===== config.mk =====
export PLATFORM = sky130hd
export DESIGN_NAME = abs_pos_slave_tx
export DESIGN_NICKNAME = d
export VERILOG_FILES = /design/src/rtl/abs_enc_pkg.sv /design/src/rtl/ma_edge_sync.sv /design/src/rtl/frame_builder.sv /design/src/rtl/timeout_timer.sv /design/src/rtl/tx_shifter.sv /design/src/rtl/abs_pos_slave_tx.sv
export SDC_FILE = /design/constraint.sdc
export NUM_CORES = 1
export LEC_CHECK = 0
export BUFFER_PORTS_ARGS = -buffer_cell sky130_fd_sc_hd__buf_2
export CAP_MARGIN = 20
export CORE_MARGIN = 4
export CORE_UTILIZATION = 45
export DETAILED_ROUTE_END_ITERATION = 12
export PLACE_DENSITY_LB_ADDON = 0.2
export SLEW_MARGIN = 20
export SYNTH_ARGS = -nofsm -noshare
export SYNTH_HDL_FRONTEND = slang
export SYNTH_SLANG_ARGS = --single-unit
export TNS_END_PERCENT = 50

===== constraint.sdc =====
create_clock -name clk -period 2.5 [get_ports clk]
set_input_delay 0.125 -clock clk [delete_from_list [all_inputs] [get_ports clk]]
set_output_delay 0.125 -clock clk [all_outputs]
set_load 0.005 [all_outputs]

===== src/rtl/abs_enc_pkg.sv =====
package abs_enc_pkg;

  typedef enum logic [1:0] {
    TX_IDLE  = 2'd0,
    TX_SHIFT = 2'd1,
    TX_PASS  = 2'd2
  } tx_state_e;

  // Header sent ahead of the data: acknowledge 0, start 1, control 0
  localparam int unsigned HDR_W = 3;
  localparam logic [HDR_W-1:0] HDR_BITS = 3'b010;

endpackage


===== src/rtl/ma_edge_sync.sv =====
module ma_edge_sync #(
  parameter int unsigned STAGES = 2
) (
  input  logic clk,
  input  logic rst_n,
  input  logic ma_i,
  output logic rise_o,
  output logic fall_o,
  output logic edge_o
);

  logic [STAGES-1:0] sync_q;
  logic              last_q;
  logic              ma_s;

  always_ff @(posedge clk or negedge rst_n) begin
    if (!rst_n) begin
      sync_q <= '1;
      last_q <= 1'b1;
    end else begin
      sync_q <= {sync_q[STAGES-2:0], ma_i};
      last_q <= sync_q[STAGES-1];
    end
  end

  assign ma_s   = sync_q[STAGES-1];
  assign rise_o = ma_s & ~last_q;
  assign fall_o = ~ma_s & last_q;
  assign edge_o = rise_o | fall_o;


  single_rise_chk: assert property (@(posedge clk) disable iff (!rst_n)
    rise_o |=> !rise_o);

endmodule


===== src/rtl/frame_builder.sv =====
module frame_builder
  import abs_enc_pkg::*;
#(
  parameter int unsigned   POS_W    = 12,
  parameter int unsigned   CRC_W    = 6,
  parameter logic [CRC_W-1:0] CRC_POLY = 6'b000011,
  localparam int unsigned  COV_W    = POS_W + 2,
  localparam int unsigned  FRAME_W  = HDR_W + COV_W + CRC_W
) (
  input  logic [POS_W-1:0]   pos_i,
  input  logic               err_i,
  output logic [FRAME_W-1:0] frame_o
);

  function automatic logic [CRC_W-1:0] crc_of(input logic [COV_W-1:0] bits);
    logic [CRC_W-1:0] r;
    logic             fb;
    r = '0;
    for (int i = COV_W - 1; i >= 0; i--) begin
      fb = r[CRC_W-1] ^ bits[i];
      r  = {r[CRC_W-2:0], 1'b0};
      if (fb) r = r ^ CRC_POLY;
    end
    return r;
  endfunction

  logic [COV_W-1:0] covered;
  logic [CRC_W-1:0] crc;

  always_comb begin
    covered = {pos_i, ~err_i, 1'b1};
    crc     = crc_of(covered);
    frame_o = {HDR_BITS, covered, ~crc};
  end

endmodule


===== src/rtl/timeout_timer.sv =====
module timeout_timer #(
  parameter int unsigned TIMEOUT_CYC = 40,
  localparam int unsigned LIM_W = $clog2(TIMEOUT_CYC + 1)
) (
  input  logic clk,
  input  logic rst_n,
  input  logic active_i,
  input  logic edge_i,
  output logic expire_o
);

  logic [LIM_W-1:0] cnt_q;

  always_ff @(posedge clk or negedge rst_n) begin
    if (!rst_n) begin
      cnt_q <= '0;
    end else if (!active_i || edge_i) begin
      cnt_q <= '0;
    end else if (cnt_q != LIM_W'(TIMEOUT_CYC)) begin
      cnt_q <= cnt_q + 1'b1;
    end
  end

  assign expire_o = active_i && !edge_i && (cnt_q == LIM_W'(TIMEOUT_CYC - 1));


  restart_on_edge_chk: assert property (@(posedge clk) disable iff (!rst_n)
    edge_i |=> cnt_q == '0);


  bounded_count_chk: assert property (@(posedge clk) disable iff (!rst_n)
    cnt_q <= LIM_W'(TIMEOUT_CYC));

endmodule


===== src/rtl/tx_shifter.sv =====
module tx_shifter
  import abs_enc_pkg::*;
#(
  parameter int unsigned FRAME_W = 23,
  parameter int unsigned NW_IDX  = 16,
  localparam int unsigned CNT_W  = $clog2(FRAME_W + 1)
) (
  input  logic               clk,
  input  logic               rst_n,
  input  logic               rise_i,
  input  logic               fall_i,
  input  logic               timeout_i,
  input  logic               sli_i,
  input  logic [FRAME_W-1:0] frame_i,
  output tx_state_e          state_o,
  output logic               slo_o
);

  tx_state_e          state_q;
  logic [FRAME_W-1:0] shadow_q;
  logic [CNT_W-1:0]   cnt_q;
  logic [CNT_W-1:0]   idx;
  logic               frame_done;

  assign idx        = CNT_W'(FRAME_W - 1) - cnt_q;
  assign frame_done = (cnt_q == CNT_W'(FRAME_W));

  always_ff @(posedge clk or negedge rst_n) begin
    if (!rst_n) begin
      state_q  <= TX_IDLE;
      shadow_q <= '0;
      cnt_q    <= '0;
      slo_o    <= 1'b1;
    end else begin
      case (state_q)
        TX_IDLE: begin
          slo_o <= 1'b1;
          if (fall_i) begin
            shadow_q <= frame_i;
            cnt_q    <= '0;
            state_q  <= TX_SHIFT;
          end
        end
        TX_SHIFT: begin
          if (timeout_i) begin
            state_q <= TX_IDLE;
            slo_o   <= 1'b1;
          end else if (rise_i) begin
            if (frame_done) begin
              state_q <= TX_PASS;
              slo_o   <= sli_i;
            end else begin
              slo_o <= shadow_q[idx];
              cnt_q <= cnt_q + 1'b1;
            end
          end
        end
        TX_PASS: begin
          if (timeout_i) begin
            state_q <= TX_IDLE;
            slo_o   <= 1'b1;
          end else begin
            slo_o <= sli_i;
          end
        end
        default: begin
          state_q <= TX_IDLE;
          slo_o   <= 1'b1;
        end
      endcase
    end
  end

  assign state_o = state_q;


  idle_high_chk: assert property (@(posedge clk) disable iff (!rst_n)
    (state_q == TX_IDLE && $past(state_q) == TX_IDLE) |-> slo_o);


  snapshot_stable_chk: assert property (@(posedge clk) disable iff (!rst_n)
    (state_q == TX_SHIFT && $past(state_q) == TX_SHIFT) |-> $stable(shadow_q));


  count_range_chk: assert property (@(posedge clk) disable iff (!rst_n)
    cnt_q <= CNT_W'(FRAME_W));


  warn_high_chk: assert property (@(posedge clk) disable iff (!rst_n)
    (state_q == TX_SHIFT && rise_i && !timeout_i && cnt_q == CNT_W'(NW_IDX)) |=> slo_o);


  pass_follow_chk: assert property (@(posedge clk) disable iff (!rst_n)
    (state_q == TX_PASS && $past(state_q) == TX_PASS && !$past(timeout_i))
      |-> slo_o == $past(sli_i));


  timeout_idle_chk: assert property (@(posedge clk) disable iff (!rst_n)
    (timeout_i && state_q != TX_IDLE) |=> (state_q == TX_IDLE && slo_o));

endmodule


===== src/rtl/abs_pos_slave_tx.sv =====
module abs_pos_slave_tx
  import abs_enc_pkg::*;
#(
  parameter int unsigned POS_W       = 12,
  parameter int unsigned CRC_W       = 6,
  parameter logic [CRC_W-1:0] CRC_POLY = 6'b000011,
  parameter int unsigned SYNC_STAGES = 2,
  parameter int unsigned TIMEOUT_CYC = 40
) (
  input  logic             clk,
  input  logic             rst_n,
  input  logic             ma_i,
  input  logic             sli_i,
  input  logic [POS_W-1:0] pos_i,
  input  logic             err_i,
  output logic             slo_o
);

  localparam int unsigned FRAME_W = HDR_W + POS_W + 2 + CRC_W;
  localparam int unsigned NW_IDX  = HDR_W + POS_W + 1;

  logic               ma_rise;
  logic               ma_fall;
  logic               ma_edge;
  logic               timeout;
  logic [FRAME_W-1:0] frame;
  tx_state_e          state;

  ma_edge_sync #(.STAGES(SYNC_STAGES)) u_sync (
    .clk    (clk),
    .rst_n  (rst_n),
    .ma_i   (ma_i),
    .rise_o (ma_rise),
    .fall_o (ma_fall),
    .edge_o (ma_edge)
  );

  frame_builder #(.POS_W(POS_W), .CRC_W(CRC_W), .CRC_POLY(CRC_POLY)) u_frame (
    .pos_i   (pos_i),
    .err_i   (err_i),
    .frame_o (frame)
  );

  timeout_timer #(.TIMEOUT_CYC(TIMEOUT_CYC)) u_timer (
    .clk      (clk),
    .rst_n    (rst_n),
    .active_i (state != TX_IDLE),
    .edge_i   (ma_edge),
    .expire_o (timeout)
  );

  tx_shifter #(.FRAME_W(FRAME_W), .NW_IDX(NW_IDX)) u_shift (
    .clk       (clk),
    .rst_n     (rst_n),
    .rise_i    (ma_rise),
    .fall_i    (ma_fall),
    .timeout_i (timeout),
    .sli_i     (sli_i),
    .frame_i   (frame),
    .state_o   (state),
    .slo_o     (slo_o)
  );

endmodule


[Word level (Yosys, flattened, before mapping)]
Index checks and enable logic that the tools add are counted.
Storage, ports and cells
  input bits: 17
  output and inout bits: 1
  flip-flop bits (word level): 38
Cells by class
  muxes and demuxes: 34
  add/sub/neg operators: 3
  bitwise gates (word level): 32
  magnitude comparators: 1
  reductions and logical operators: 12
  equality and inequality tests: 12
Operator list (count)
  $mux 2: 19
  $not 2->2: 13
  $mux 5: 4
  $mux 6: 2
  $ne 2x2->1 const B: 5
  $pmux 5 s2: 1
  $xor 1x1->1: 8
  $add 6x1->6 const B: 1
  $eq 6x6->1 const B: 1
  $lt 5x6->1 const B: 1
  $ne 6x6->1 const B: 1
  $not 6->6: 1
  $pmux 2 s3: 1
  $reduce_bool 2->1: 3
  $add 5x1->5 const B: 1
  $bmux 1 s5: 1
  $eq 5x5->1 const B: 1
  $mux 1: 5
  $reduce_and 5->1: 1
  $sub 5x5->5 const A: 1
  $reduce_and 4->1: 1
  $xor 1x1->1 const A: 4
  $ne 3x2->1 const B: 1
  $ne 3x3->1 const B: 1
  11 further kinds: 16

[Logic depth before layout (Yosys ltp)]
  depth after elaboration: 28
  mapped depth: 8
  depth with buffers taken out: 7

[Hierarchy]
From an unflattened synthesis, not the netlist that was laid out.
Second synthesis, totals
  cell total of the unflattened synthesis: 221
  area total of the unflattened synthesis: 2498.6 um^2
By module, submodules not included
  tx_shifter: area an instance 1684.1 um^2, cells an instance 143, seq. area each 777.0 um^2, instances 1
  frame_builder: area an instance 354.1 um^2, cells an instance 35, seq. area each 0.0 um^2, instances 1
  timeout_timer: area an instance 339.1 um^2, cells an instance 34, seq. area each 150.1 um^2, instances 1
  ma_edge_sync: area an instance 115.1 um^2, cells an instance 8, seq. area each 78.8 um^2, instances 1
  abs_pos_slave_tx: area an instance 6.3 um^2, cells an instance 1, seq. area each 0.0 um^2, instances 1

[Worst setup path before layout]
OpenSTA, ideal clock, no wires.
  path type: reg-to-reg
  start: reg u_sync.last_q
  end: reg u_shift.cnt_q[2]
  clock period less this slack: 2.090 ns
  data required time: 2.380 ns
  buffers on the path: 0
  cell stages (with the launch flop): 7
  path slack: 0.410 ns
  arrival time: 1.969 ns
  path through: dfstp_2 -> inv_1 -> ha_1 -> nand2b_4 -> or4_4 -> a41o_1 -> a41o_1
Between the ends
  longest elaborated chain between the ends: 8
  elaborated cells on any way between the ends: 11
Ends and longest elaborated chain
  start: declaration: RTL line ma_edge_sync.sv:13  | logic last_q;
  start signal: assignment: RTL line ma_edge_sync.sv:22  | last_q <= sync_q[STAGES-1];
  $not 1->1: RTL line ma_edge_sync.sv:27  | assign rise_o = ma_s & ~last_q;
  $and 1x1->1: RTL line ma_edge_sync.sv:27
  $or 1x1->1: RTL line ma_edge_sync.sv:29  | assign edge_o = rise_o | fall_o;
  $logic_not 1->1: RTL line timeout_timer.sv:24  | assign expire_o = active_i && !edge_i && (cnt_q == LIM_W'(TIMEOUT_CYC - 1));
  $logic_and 1x1->1 (2 in series): RTL line timeout_timer.sv:24
  $ne 2x2->1 (no line)
  $reduce_and 5->1 (no line) *
  end signal: assignment: RTL line tx_shifter.sv:54  | cnt_q <= cnt_q + 1'b1;
  end: declaration: RTL line tx_shifter.sv:21  | logic [CNT_W-1:0] cnt_q;
Every way passes the cells marked *; elsewhere a longest branch is shown, timed or not.
A chain may end at the register's enable or synchronous reset.

[Worst setup path after layout]
  start: reg u_sync.last_q
  end: reg u_shift.cnt_q[4]
Same word-level chain as after synthesis.

==> impl_metrics.csv <==
group,metric,value,unit
outcome,outcome,"finished clean",
die,ios,18,
synth,ys_ff_latch,37,
sta,max_slew.worst_pin.slew,0.837,ns
synth,dominantRegCellSynth,"dfrtp_1",
route,postRouteAntennaNets,0,
placement,dp_hpwl,2960,um
sta,finalSetupViolCount,0,
die,start_util,0.462,
sta,holdWs,0.0678,ns
sta,skew,0.0117,ns
synth,netlist_area,2180,sq um
sta,clock.fmax,452,MHz
synth,synthCells,201,
synth,syn-mean-instance-area,10.9,sq um
power_and_ir_drop,peakVddDrop,0.579,mV
grt,grt_pass1_wl,6870,um
synth,async_flop_share,1.00,
min_path,holdCritPathClass,"in2reg",
layout,fillerInstances,419,
sta,finalMaxSlewViolations,0,
route,drc,0,
layout,area_growth,11.8,%
grt,grt_pass1_vias,1420,
grt,grt_max_degree,38,
die,fp.coreArea,4720,sq um
die,die-width,77.6,um
layout,fin_area,2440,sq um
setup_path,cp_max_fo,7,
placement,pre_cts_ws,0.289,ns
die,rows,25,
setup_path,cp.arrival,2.42,ns
power_and_ir_drop,power_per_cell_area,943,nW/um^2
synth,synth_warnings,0,
route,firstDrtPassIters,4,
layout,drive_above_1_share,0.240,
placement,numPortBuffers,17,
clock_tree,clkTransAtPathRegs,0.07,ns
run,maxCapViolCount,0,
grt,gr-usage-all-layers,0.145,
layout,layout_commonest_cell,"dfrtp_1",
route,wire_per_inst,13.8,um
layout,layout_common_cells,"dfrtp_1, xnor2_1, buf_2",
layout,multi_input_area,1180,sq um
synth,yosysUniqueCellTypes,42,
layout,seq_area,931,sq um
placement,routabilityCongestion,0.703,
power_and_ir_drop,p_leak,1.02,nW
route,avgViaCountPerCell,5.17,
sta,fin_crit_sh,0.885,
layout,nets,246,
sta,min_period,2.21,ns
grt,antenna_found_initial,0,
sta,finalSetupTns,0,ns
grt,grt-ovfl-total,0,
route,drt_wl_total,3970,um
clock_tree,cts-root-buf,"clkbuf_8",
route,drt_iter0_markers,99,
clock_tree,numCtsBuffers,5,
sta,rsz0062_at_grt,"no",
route,vias,1488,
sta,hold_viol,0,
placement,dpl_cell_area,2330,sq um
synth,seq_area_frac_synth,0.427,
clock_tree,cts_max_level,2,
setup_path,endpoint_kind,"flip-flop",
synth,synth_nets,227,
setup_path,reg2reg_slack,0.29,ns
synth,synth-edff-count,0,
sta,finalWorstSetupSlack,0.287,ns
die,die_area,6030,sq um
sta,max_slew_margin,0.442,
clock_tree,max-clock-path-buffers,2,
clock_tree,cts_tree,"built",
clock_tree,cts_resized,0,
clock_tree,insertion_delay,0.29,ns
die,fp.dieH,77.6,um
clock_tree,numClockSinks,37,
setup_path,cp.required,2.70,ns
setup_path,critPathLaunchType,"flip-flop",
layout,antenna_cells,0,
setup_path,path_class,"reg2reg",
-- path summary, 6_finish.rpt --
check | start | end | cells past startpoint
max in group asynchronous | rst_n | u_timer.cnt_q[3] | 2
min reg2reg | u_sync.sync_q[0] | u_sync.sync_q[1] | 0
min in group asynchronous | rst_n | u_shift.shadow_q[1] | 2
max | u_sync.last_q | u_shift.cnt_q[4] | 7
min | err_i | u_shift.shadow_q[7] | 2
max reg2reg | u_sync.last_q | u_shift.cnt_q[4] | 7
-- report_power, final --
| part | switching [mW] | internal (mW) |
|---|---|---|
| sequential | 0.118 | 0.811 |
| clock | 0.205 | 0.225 |
| combinational | 0.460 | 0.481 |
| total | 0.783 | 1.52 |
-- logic make-up (layout without fill, tap and decap cells) --
kind of cell               Yosys count  count (layout)  share of synthesized area
and+or+nand+nor                     56              56                      0.139
AOI/OAI and AO/OA                   29              29                     0.0940
DFF                                 37              37                      0.427
adders and majority gates           10              10                     0.0562
xor gates and xnor gates            30              30                      0.120
buffers and inverters               17              37                     0.0310
muxes                               22              22                      0.132
-- critical path: stages, from the launching register on --
cell      delay, ns
dfstp_2        0.53
inv_1          0.04
ha_1           0.30
nand2b_4       0.09
or4_4          0.56
a41oi_2        0.33
o31ai_1        0.12
a21oi_1        0.16
-- area by class of cell --
type,instances,area share
well taps,67,0.0344
inverters,8,0.0123
repair buffers,21,0.0493
multi-input cells,147,0.485
clock buffers,8,0.0369
flip-flops and latches,37,0.382
-- timing repair --
action | in CTS | in global routing
buffers inserted | 0 | 0
hold endpoints to repair | 34 | 0
hold buffers | 2 | 0
-- registers in the layout (all words and copies together) (netlist names) --
signal and cells:
u_shift.state_o 2, u_sync.sync_q 2, u_shift.shadow_q 20, u_shift.cnt_q 5, u_shift.slo_o 1, u_timer.cnt_q 6
u_sync.last_q 1
-- cells in the mapped netlist, drive strengths merged (2+ instances only) --
cell    instances  area, sq um
xnor2          23          201
nand3           5         25.0
nand2          15         56.3
o31ai           3         22.5
nor2b           2         12.5
nor2           11         41.3
o211ai          2         15.0
a21oi           3         15.0
mux4            4         90.1
inv             8         30.0
a31oi           2         12.5
xor2            7         61.3
nand4           2         12.5
buf             4         18.8
ha              9          113
dfrtp          33          826
or4             4         33.8
nor3            4         20.0
mux2           15          169
clkbuf          5         18.8
mux2i           3         30.0
o21ai           9         45.0
nand4b          3         26.3
dfstp           4          105
nand2b          6         45.0
a41o            2         20.0
-- stage by stage --
stage                     power [mW]   util  std cells
after floorplan                 1.66      -        201
after detailed placement        1.89  0.493        278
after global placement          1.88  0.493        278
after CTS                       2.33  0.516        288
final                           2.30  0.516        288
after global routing            2.48  0.516        288
-- routing by layer --
metal  vias up  GRT usage  part of all wire
met5         -          0                 0
met2        25      0.223              0.46
li1        748          -                 -
met1       709      0.198              0.49
met4         0     0.0534             0.013
met3         6     0.0336             0.036
Note: power is estimated with default switching activity, not from simulation.
